## src/rtl/pfm_ctrl_pkg.sv

```systemverilog
package pfm_ctrl_pkg;
  typedef enum logic {
    MODE_PWM = 1'b0,
    MODE_PFM = 1'b1
  } mode_e;

  localparam int DEF_RUN_LEN = 20;
endpackage

```

## src/rtl/pfm_run_counter.sv

```systemverilog
// Counts consecutive light-load switching periods and flags the one that completes the run.
module pfm_run_counter #(
  parameter int CNT_W = 8
) (
  input  logic             clk,
  input  logic             rst,
  input  logic             clr,
  input  logic             adv,
  input  logic             low,
  input  logic [CNT_W-1:0] need,
  output logic             reached
);
  logic [CNT_W-1:0] cnt;
  logic [CNT_W:0]   cnt_inc;

  assign cnt_inc = {1'b0, cnt} + 1'b1;
  assign reached = adv && low && (cnt_inc >= {1'b0, need});

  always_ff @(posedge clk) begin
    if (rst || clr) begin
      cnt <= '0;
    end else if (adv) begin
      if (!low) begin
        cnt <= '0;
      end else if (cnt < need) begin
        cnt <= cnt_inc[CNT_W-1:0];
      end
    end
  end
endmodule

```

## src/rtl/pfm_duty_div.sv

```systemverilog
// Bit-serial restoring divider: quot = floor(num * 2^W / den), saturated.
module pfm_duty_div #(
  parameter int W = 10
) (
  input  logic         clk,
  input  logic         rst,
  input  logic         abort,
  input  logic         start,
  input  logic [W-1:0] num,
  input  logic [W-1:0] den,
  output logic         done,
  output logic [W-1:0] quot
);
  localparam int SW = $clog2(W + 1);

  logic          active;
  logic [SW-1:0] step;
  logic [W-1:0]  rem;
  logic [W-1:0]  den_q;
  logic [W-1:0]  q_acc;
  logic [W:0]    rem_sh;
  logic          fits;
  logic [W-1:0]  q_next;

  assign rem_sh = {rem, 1'b0};
  assign fits   = rem_sh >= {1'b0, den_q};
  assign q_next = {q_acc[W-2:0], fits};

  always_ff @(posedge clk) begin
    if (rst || abort) begin
      active <= 1'b0;
      done   <= 1'b0;
      step   <= '0;
      rem    <= '0;
      den_q  <= '0;
      q_acc  <= '0;
      if (rst) quot <= '0;
    end else begin
      done <= 1'b0;
      if (active) begin
        rem   <= fits ? W'(rem_sh - {1'b0, den_q}) : rem_sh[W-1:0];
        q_acc <= q_next;
        if (step == SW'(W - 1)) begin
          active <= 1'b0;
          done   <= 1'b1;
          quot   <= q_next;
        end else begin
          step <= step + 1'b1;
        end
      end else if (start) begin
        if (den == '0 || num >= den) begin
          done <= 1'b1;
          quot <= '1;
        end else begin
          active <= 1'b1;
          step   <= '0;
          rem    <= num;
          den_q  <= den;
          q_acc  <= '0;
        end
      end
    end
  end
endmodule

```

## src/rtl/pfm_mode_ctrl.sv

```systemverilog
module pfm_mode_ctrl #(
  parameter int CUR_W   = 12,
  parameter int CNT_W   = 8,
  parameter int DUTY_W  = 10,
  parameter int DEF_RUN = pfm_ctrl_pkg::DEF_RUN_LEN
) (
  input  logic              clk,
  input  logic              rst,
  input  logic              pfm_en,
  input  logic              period_stb,
  input  logic [CUR_W-1:0]  cur_sample,
  input  logic [CUR_W-1:0]  cur_limit,
  input  logic [CNT_W-1:0]  run_len,
  input  logic              below_low,
  input  logic              below_norm,
  input  logic              above_high,
  input  logic              mod_busy,
  input  logic [DUTY_W-1:0] pwm_duty,
  input  logic [DUTY_W-1:0] vout_code,
  input  logic [DUTY_W-1:0] vin_code,
  output logic              pfm_mode,
  output logic              pwm_loop_en,
  output logic              shot,
  output logic [DUTY_W-1:0] pfm_duty
);
  import pfm_ctrl_pkg::*;

  localparam logic [CNT_W-1:0] DEF_NEED = CNT_W'(DEF_RUN);

  mode_e             mode;
  logic [CNT_W-1:0]  need;
  logic              in_pfm;
  logic              leave;
  logic              reached;
  logic              div_done;
  logic [DUTY_W-1:0] div_q;

  assign in_pfm   = (mode == MODE_PFM);
  assign need     = (run_len == '0) ? DEF_NEED : run_len;
  assign leave    = above_high || below_low || !pfm_en;
  assign pfm_mode = in_pfm;

  pfm_run_counter #(.CNT_W(CNT_W)) u_run (
    .clk     (clk),
    .rst     (rst),
    .clr     (!pfm_en || (in_pfm && leave)),
    .adv     (period_stb && !in_pfm),
    .low     (cur_sample < cur_limit),
    .need    (need),
    .reached (reached)
  );

  pfm_duty_div #(.W(DUTY_W)) u_div (
    .clk   (clk),
    .rst   (rst),
    .abort (!in_pfm),
    .start (in_pfm),
    .num   (vout_code),
    .den   (vin_code),
    .done  (div_done),
    .quot  (div_q)
  );

  always_ff @(posedge clk) begin
    if (rst) begin
      mode        <= MODE_PWM;
      pwm_loop_en <= 1'b1;
      shot        <= 1'b0;
      pfm_duty    <= '0;
    end else begin
      case (mode)
        MODE_PWM: begin
          shot <= 1'b0;
          if (pfm_en && reached) begin
            mode        <= MODE_PFM;
            pwm_loop_en <= 1'b0;
            pfm_duty    <= pwm_duty;
          end
        end
        default: begin
          if (leave) begin
            mode        <= MODE_PWM;
            pwm_loop_en <= 1'b1;
            shot        <= 1'b0;
          end else begin
            shot <= below_norm && !mod_busy && !shot;
            if (div_done) pfm_duty <= div_q;
          end
        end
      endcase
    end
  end
endmodule

```

## config.mk

```make
export PLATFORM = sky130hd
export DESIGN_NAME = pfm_mode_ctrl
export DESIGN_NICKNAME = d
export VERILOG_FILES = /design/src/rtl/pfm_ctrl_pkg.sv /design/src/rtl/pfm_run_counter.sv /design/src/rtl/pfm_duty_div.sv /design/src/rtl/pfm_mode_ctrl.sv
export SDC_FILE = /design/constraint.sdc
export NUM_CORES = 1
export LEC_CHECK = 0
export BUFFER_PORTS_ARGS = -buffer_cell sky130_fd_sc_hd__buf_2
export CORE_MARGIN = 3
export CORE_UTILIZATION = 58
export CTS_BUF_LIST = sky130_fd_sc_hd__clkbuf_8
export CTS_CLUSTER_DIAMETER = 100
export DETAILED_ROUTE_END_ITERATION = 8
export GPL_TIMING_DRIVEN = 0
export PLACE_DENSITY = 0.83
export SLEW_MARGIN = 30
export SYNTH_ARGS = -nofsm -noshare
export SYNTH_HDL_FRONTEND = slang
export SYNTH_HIERARCHICAL = 1
export SYNTH_SLANG_ARGS = --single-unit
```

## constraint.sdc

```tcl
create_clock -name clk -period 3.6 [get_ports clk]
set_input_delay 0.18 -clock clk [delete_from_list [all_inputs] [get_ports clk]]
set_output_delay 0.18 -clock clk [all_outputs]
set_load 0.005 [all_outputs]
```

==> results.sh, run 1 <==
export IMPL_tightest_slew_ns=0.8282
export IMPL_path_clk_slew_ns=0.08
export IMPL_track_usage_pct=24.22
export IMPL_ff_latch_area_um2=1421
export IMPL_design_area_um2=5308
export IMPL_final_cell_mix="85 x buf_2, 56 x dfxtp_1, 55 x inv_1"
export IMPL_syn_instance_count=505
export IMPL_synth_area_um2=4569
export IMPL_crit_required_ns=3.87
export IMPL_vdd_drop_max_mv=0.2127
export IMPL_areaGrowthSynthToFinish_pct=16.16
export IMPL_hold_viol_final=0
export IMPL_holdPathStages=3
export IMPL_num_rows=31
export IMPL_hp_start="below_norm"
export IMPL_max_freq_mhz=321.2
export IMPL_ys_flop_type="dfxtp_1"
export IMPL_finalWeightedCongestion=0.8896
export IMPL_setup_violations=0
export IMPL_min_period_over_period_pct=86.49
export IMPL_yosys_warnings=6
export IMPL_cts_buffer_depth=2
export IMPL_reg2reg_depth=14
export IMPL_rsz0062_at_grt="false"
export IMPL_drtPass1Iterations=4
export IMPL_synth_cell_types=64
export IMPL_placed_cells=686
export IMPL_clkPwrFrac_pct=41.1
export IMPL_via_count=3945
export IMPL_pwr_share_comb_pct=9.9
export IMPL_fp_dieH_um=94.76
export IMPL_avgSynthCellArea_um2=9.048
export IMPL_postCtsResizedCells=0
export IMPL_p_int_uw=1148
export IMPL_cp_top_family="compound AO/OA/AOI/OAI gates"
export IMPL_max_cap_violations=0
export IMPL_final_antenna_net_count=0
export IMPL_reg2reg_to="pfm_duty[6]"
export IMPL_startpoint_type="register"
export IMPL_hp_class="in -> reg"
export IMPL_final_nets=719
export IMPL_max_stage_delay_ns=0.44
export IMPL_slew_headroom_pct=44.46
export IMPL_status="finished, final reports clean"
export IMPL_path_class="reg -> reg"
export IMPL_grt_overflow_total=0
export IMPL_endpoint_kind="register"
export IMPL_drt_vias_per_instance=5.620
export IMPL_fin_crit_ns=3.114
export IMPL_hpwl_mm=8.375
export IMPL_cts_made_buffers=9
export IMPL_setup_tns_final_ns=0
export IMPL_cts_tree="yes"
export IMPL_crit_buf_inv=1
export IMPL_drcViolationCount=0
export IMPL_async_reset_ff_share_pct=0
export IMPL_start_util_pct=61.36
export IMPL_placed_area_um2=5109
export IMPL_leakage_uw=0.002526
export IMPL_fin_skew_ns=0.007982
export IMPL_drive_gt1_share_pct=25.70
export IMPL_syn_nets=626
export IMPL_rrSetupSlack_ns=0.49
export IMPL_reg2reg_from="u_run/cnt[0]"
export IMPL_drt_wirelength_per_cell_um=15.12
export IMPL_slew_violations=0
export IMPL_crit_chain="ha_1 > nand3_1 > xnor2_1 > ha_1 > nand4_1 > o221ai_1 > o211a_1 > o21ai_0 > a21oi_1 > nor2b_1 > o21a_2 > buf_6 > nor2_2 > a211oi_2"
export IMPL_netSwitchingFraction_pct=25.51
export IMPL_cts_root_buf="clkbuf_8"
export IMPL_synth_seq_cells=66
export IMPL_postCtsSetupBuffers=0
export IMPL_holdBufCountCts=0
export IMPL_cp_common_cell="ha_1"
export IMPL_fp_coreArea_um2=7447
export IMPL_power_switching_uw=393.3
export IMPL_die_width_um=94.76
export IMPL_final_common_cell="buf_2"
export IMPL_seq_area_frac_synth_pct=31.11
export IMPL_wl_mm=10.61
export IMPL_antenna_cells=0
export IMPL_ios=83
export IMPL_grt_pass1_vias=3956
export IMPL_antenna_found_initial=0
export IMPL_pwr_share_seq_pct=49.0
export IMPL_p_per_area_nw_per_um2=290.4
export IMPL_arrival_ns=3.38
export IMPL_drt_iter0_markers=166
export IMPL_grt_pass1_wl_mm=17.34
export IMPL_multi_input_area_um2=2823
export IMPL_finalNonFillerCells=702
export IMPL_synth_enable_flop_cells=10
export IMPL_die_area_um2=8979
export IMPL_whs_ns=0.08139
export IMPL_clk_latency_ns=0.35
export IMPL_port_buffers=82
export IMPL_cp_max_fo=10
export IMPL_worst_hold_path_endpoint="shot"
export IMPL_cts_sinks=66
export IMPL_htree_levels=3
export IMPL_nFillCells=603
export IMPL_grt_start_max_net_pins=14
export IMPL_critPathSlowestCell="dfxtp_1"
-- cell usage after synthesis, drive strengths merged (4+ instances only) --
master	n	share of area [%]
dfxtp	56	25
nor2	56	5.3
inv	55	4.5
ha	50	14
a21oi	36	4.1
mux2i	29	6.4
a211oi	24	5.7
nand2	23	1.9
clkbuf	14	1.2
o21ai	14	1.5
mux2	11	3.2
buf	10	1.6
edfxtp	10	6.6
nand3	10	1.1
nor2b	9	1.4
o211a	9	2.0
xnor2	9	1.7
nand2b	7	0.96
nand4	7	0.96
nor3	7	0.77
nor4	5	0.82
o211ai	5	0.93
o21a	5	0.85
a221o	4	0.88
or3	4	0.55
-- worst min-delay path, delay by kind of cell --
family / cells / cell delay, ns
simple gates: 2 / 0.11
buf+inv: 1 / 0.10
-- registers in the layout, indices dropped and copies added, names as in the netlist --
signal	cells
u_div/rem	10
shot	1
u_run/cnt	8
u_div/active	1
u_div/quot	10
pwm_loop_en	1
u_div/q_acc	9
u_div/step	4
pfm_mode	1
u_div/den_q	10
u_div/done	1
pfm_duty	10
-- power groups by stage --
stage                     registers (uW)  clock network, uW  logic (uW)
after floorplan                      771                  0        82.8
after global placement               772                  0         142
after detailed placement             772                  0         152
after CTS                            755                646         153
after global routing                 755                676         175
final                                755                634         153
-- layout make-up --
class	count	area share (%)
multi-input combinational	360	53.18
sequential	66	26.78
timing repair buffer	82	7.732
inverter	55	3.890
clock buffer	9	2.334
buffer	24	2.334
tap	99	2.334
clock inverter	7	1.414
-- through the flow --
| step | setup WS [ns] | total power (uW) | utilization (%) |
|---|---|---|---|
| after global placement | 0.6923 | 913.3 | 68.53 |
| after floorplan | 1.017 | 853.6 | - |
| after detailed placement | 0.5248 | 923.6 | 68.60 |
| final | 0.4865 | 1541 | 71.27 |
| after CTS | 0.4840 | 1554 | 71.27 |
| after global routing | 0.3189 | 1605 | 71.27 |
-- routing by layer --
metal,global-route usage (%),up-vias,wire (um)
met1,29.06,1825,4601
li1,-,1988,-
met3,4.542,21,563
met2,41.75,111,5209
met5,0,-,0
met4,11.06,0,238
-- kinds of logic after synthesis --
family                     synth area share [%]
and+or+nand+nor                           16.87
AOI/OAI and AO/OA                         19.20
buffers and inverters                     7.229
DFF                                       31.11
adders and majority gates                 14.13
muxes                                     9.556
xor gates and xnor gates                  1.917
-- worst max-delay path by stage --
stage | to | from | slack (ns) | cells past startpoint
2_1_floorplan | pfm_duty[0] | u_run/cnt[0] | 1.02 | 13
3_3_place_gp | pfm_duty[9] | u_run/cnt[0] | 0.69 | 13
3_5_place_dp | pfm_duty[7] | u_run/cnt[0] | 0.52 | 13
4_1_cts | pfm_duty[6] | u_run/cnt[0] | 0.48 | 13
5_1_grt | pfm_duty[1] | u_run/cnt[0] | 0.32 | 14
6_report | pfm_duty[6] | u_run/cnt[0] | 0.49 | 14
No activity file was read; power rests on OpenSTA's default activity.
==> inputs of run 2 (changes only) <==
--- a/config.mk
+++ b/config.mk
@@ -12,6 +12,7 @@
 export CTS_CLUSTER_DIAMETER = 100
 export DETAILED_ROUTE_END_ITERATION = 8
 export GPL_TIMING_DRIVEN = 0
+export MAX_ROUTING_LAYER = met4
 export PLACE_DENSITY = 0.83
 export SLEW_MARGIN = 30
 export SYNTH_ARGS = -nofsm -noshare
==> run 2 against run 1 <==
Net effect:
- routed wire length shrank 0.13%
- sequential power is essentially flat
- total power is essentially flat
- final cell count is the same
- critical endpoint unchanged
==> results.sh, run 2 (synthesis results as in run 1) <==
export IMPL_drt_vias_per_instance=5.577
export IMPL_drtPass1Iterations=5
export IMPL_path_class="reg -> reg"
export IMPL_cts_root_buf="clkbuf_8"
export IMPL_leakage_uw=0.002526
export IMPL_hpwl_mm=8.375
export IMPL_grt_met3_usage_pct=4.542
export IMPL_hp_start="below_norm"
export IMPL_wl_mm=10.60
export IMPL_crit_required_ns=3.87
export IMPL_fin_crit_ns=3.120
export IMPL_clkPwrFrac_pct=41.1
export IMPL_cts_made_buffers=9
export IMPL_post_place_ws_ns=0.5248
export IMPL_path_clk_slew_ns=0.08
export IMPL_start_util_pct=61.36
export IMPL_final_cell_mix="85 x buf_2, 56 x dfxtp_1, 55 x inv_1"
export IMPL_grt_use_met2_pct=41.93
export IMPL_rsz0062_at_grt="false"
export IMPL_met1_usage_pct=29.21
export IMPL_min_period_over_period_pct=86.68
export IMPL_ios=83
export IMPL_cts_tree="yes"
export IMPL_reg2reg_to="pfm_duty[6]"
export IMPL_grt_pass1_wl_mm=17.37
export IMPL_design_area_um2=5308
export IMPL_layout_setup_ws_ns=0.4796
export IMPL_postCtsResizedCells=0
export IMPL_die_area_um2=8979
export IMPL_reg2reg_from="u_run/cnt[0]"
export IMPL_status="finished, final reports clean"
export IMPL_final_common_cell="buf_2"
export IMPL_die_width_um=94.76
export IMPL_clk_latency_ns=0.35
export IMPL_tightest_slew_ns=0.8253
export IMPL_endpoint_kind="register"
export IMPL_drive_gt1_share_pct=25.70
export IMPL_finalWeightedCongestion=0.9046
export IMPL_antenna_cells=0
export IMPL_drt_iter0_markers=140
export IMPL_p_per_area_nw_per_um2=290.5
export IMPL_netSwitchingFraction_pct=25.54
export IMPL_cp_max_fo=10
export IMPL_worst_hold_path_endpoint="shot"
export IMPL_power_switching_uw=393.8
export IMPL_htree_levels=3
export IMPL_max_stage_delay_ns=0.44
export IMPL_vdd_drop_max_mv=0.2129
export IMPL_fp_dieH_um=94.76
export IMPL_final_nets=719
export IMPL_max_cap_violations=0
export IMPL_via_count=3915
export IMPL_whs_ns=0.08549
export IMPL_num_rows=31
export IMPL_grt_overflow_total=0
export IMPL_rrSetupSlack_ns=0.48
export IMPL_holdPathStages=3
export IMPL_fp_coreArea_um2=7447
export IMPL_critPathSlowestCell="dfxtp_1"
export IMPL_setup_violations=0
export IMPL_pwr_share_seq_pct=48.9
export IMPL_grt_pass1_vias=3959
export IMPL_final_antenna_net_count=0
export IMPL_placed_area_um2=5109
export IMPL_arrival_ns=3.39
export IMPL_antenna_found_initial=0
export IMPL_max_freq_mhz=320.5
export IMPL_track_usage_pct=24.98
export IMPL_finalNonFillerCells=702
export IMPL_areaGrowthSynthToFinish_pct=16.16
export IMPL_hold_viol_final=0
export IMPL_crit_chain="ha_1 > nand3_1 > xnor2_1 > ha_1 > nand4_1 > o221ai_1 > o211a_1 > o21ai_0 > a21oi_1 > nor2b_1 > o21a_2 > buf_6 > nor2_2 > a211oi_2"
export IMPL_fin_skew_ns=0.01106
export IMPL_drcViolationCount=0
export IMPL_cts_buffer_depth=2
export IMPL_grt_start_max_net_pins=14
export IMPL_placed_cells=686
export IMPL_drt_wirelength_per_cell_um=15.10
export IMPL_startpoint_type="register"
export IMPL_cts_sinks=66
export IMPL_slew_headroom_pct=44.65
export IMPL_holdBufCountCts=0
export IMPL_hp_class="in -> reg"
export IMPL_cp_common_cell="ha_1"
export IMPL_slew_violations=0
export IMPL_setup_tns_final_ns=0
export IMPL_pwr_share_comb_pct=9.9
export IMPL_reg2reg_depth=14
export IMPL_postCtsSetupBuffers=0
export IMPL_port_buffers=82
export IMPL_p_int_uw=1148
export IMPL_top_usage_layer="met2"
-- run 2: layout make-up --
cell class                      count  area (um^2)
Buffer                             24        123.9
Clock buffer                        9        123.9
Clock inverter                      7        75.07
Fill cell                         603         2140
Inverter                           55        206.4
Multi-Input combinational cell    360         2823
Sequential cell                    66         1421
Tap cell                           99        123.9
Timing Repair Buffer               82        410.4
-- run 2: metrics by stage --
step,power [uW],utilization [%]
6_report,1542,71.27
5_1_grt,1607,71.27
4_1_cts,1554,71.27
3_5_place_dp,923.6,68.60
3_3_place_gp,913.3,68.53
2_1_floorplan,853.6,-
-- run 2: per-layer routing --
layer / part of all wire (%) / routed length, um / vias up
met5: 0 / 0 / -
li1: - / - / 1986
met4: 2.0 / 214 / 0
met3: 5.1 / 539 / 21
met2: 49 / 5223 / 108
met1: 44 / 4621 / 1800
-- run 2: worst max path at each step --
stage / cells after the start / from / to
after detailed placement: 13 / u_run/cnt[0] / pfm_duty[7]
after global placement: 13 / u_run/cnt[0] / pfm_duty[9]
after CTS: 13 / u_run/cnt[0] / pfm_duty[6]
after global routing: 14 / u_run/cnt[0] / pfm_duty[1]
after floorplan: 13 / u_run/cnt[0] / pfm_duty[0]
final: 14 / u_run/cnt[0] / pfm_duty[6]
-- run 2: worst max-delay path, delay by kind of cell (launching register included) --
kind,cells,cell delay [ns]
AO/OA/AOI/OAI,6,1.10
buffers and inverters,1,0.17
XOR/XNOR,1,0.17
flip-flops,1,0.44
AND/OR/NAND/NOR,4,0.51
adder cells (fa/ha/maj),2,0.65
-- run 2: power groups by stage --
stage / clock network [uW] / registers [uW] / logic (uW)
2_1_floorplan: 0 / 771 / 82.8
3_3_place_gp: 0 / 772 / 142
3_5_place_dp: 0 / 772 / 152
4_1_cts: 646 / 755 / 153
5_1_grt: 677 / 755 / 175
6_report: 634 / 755 / 153
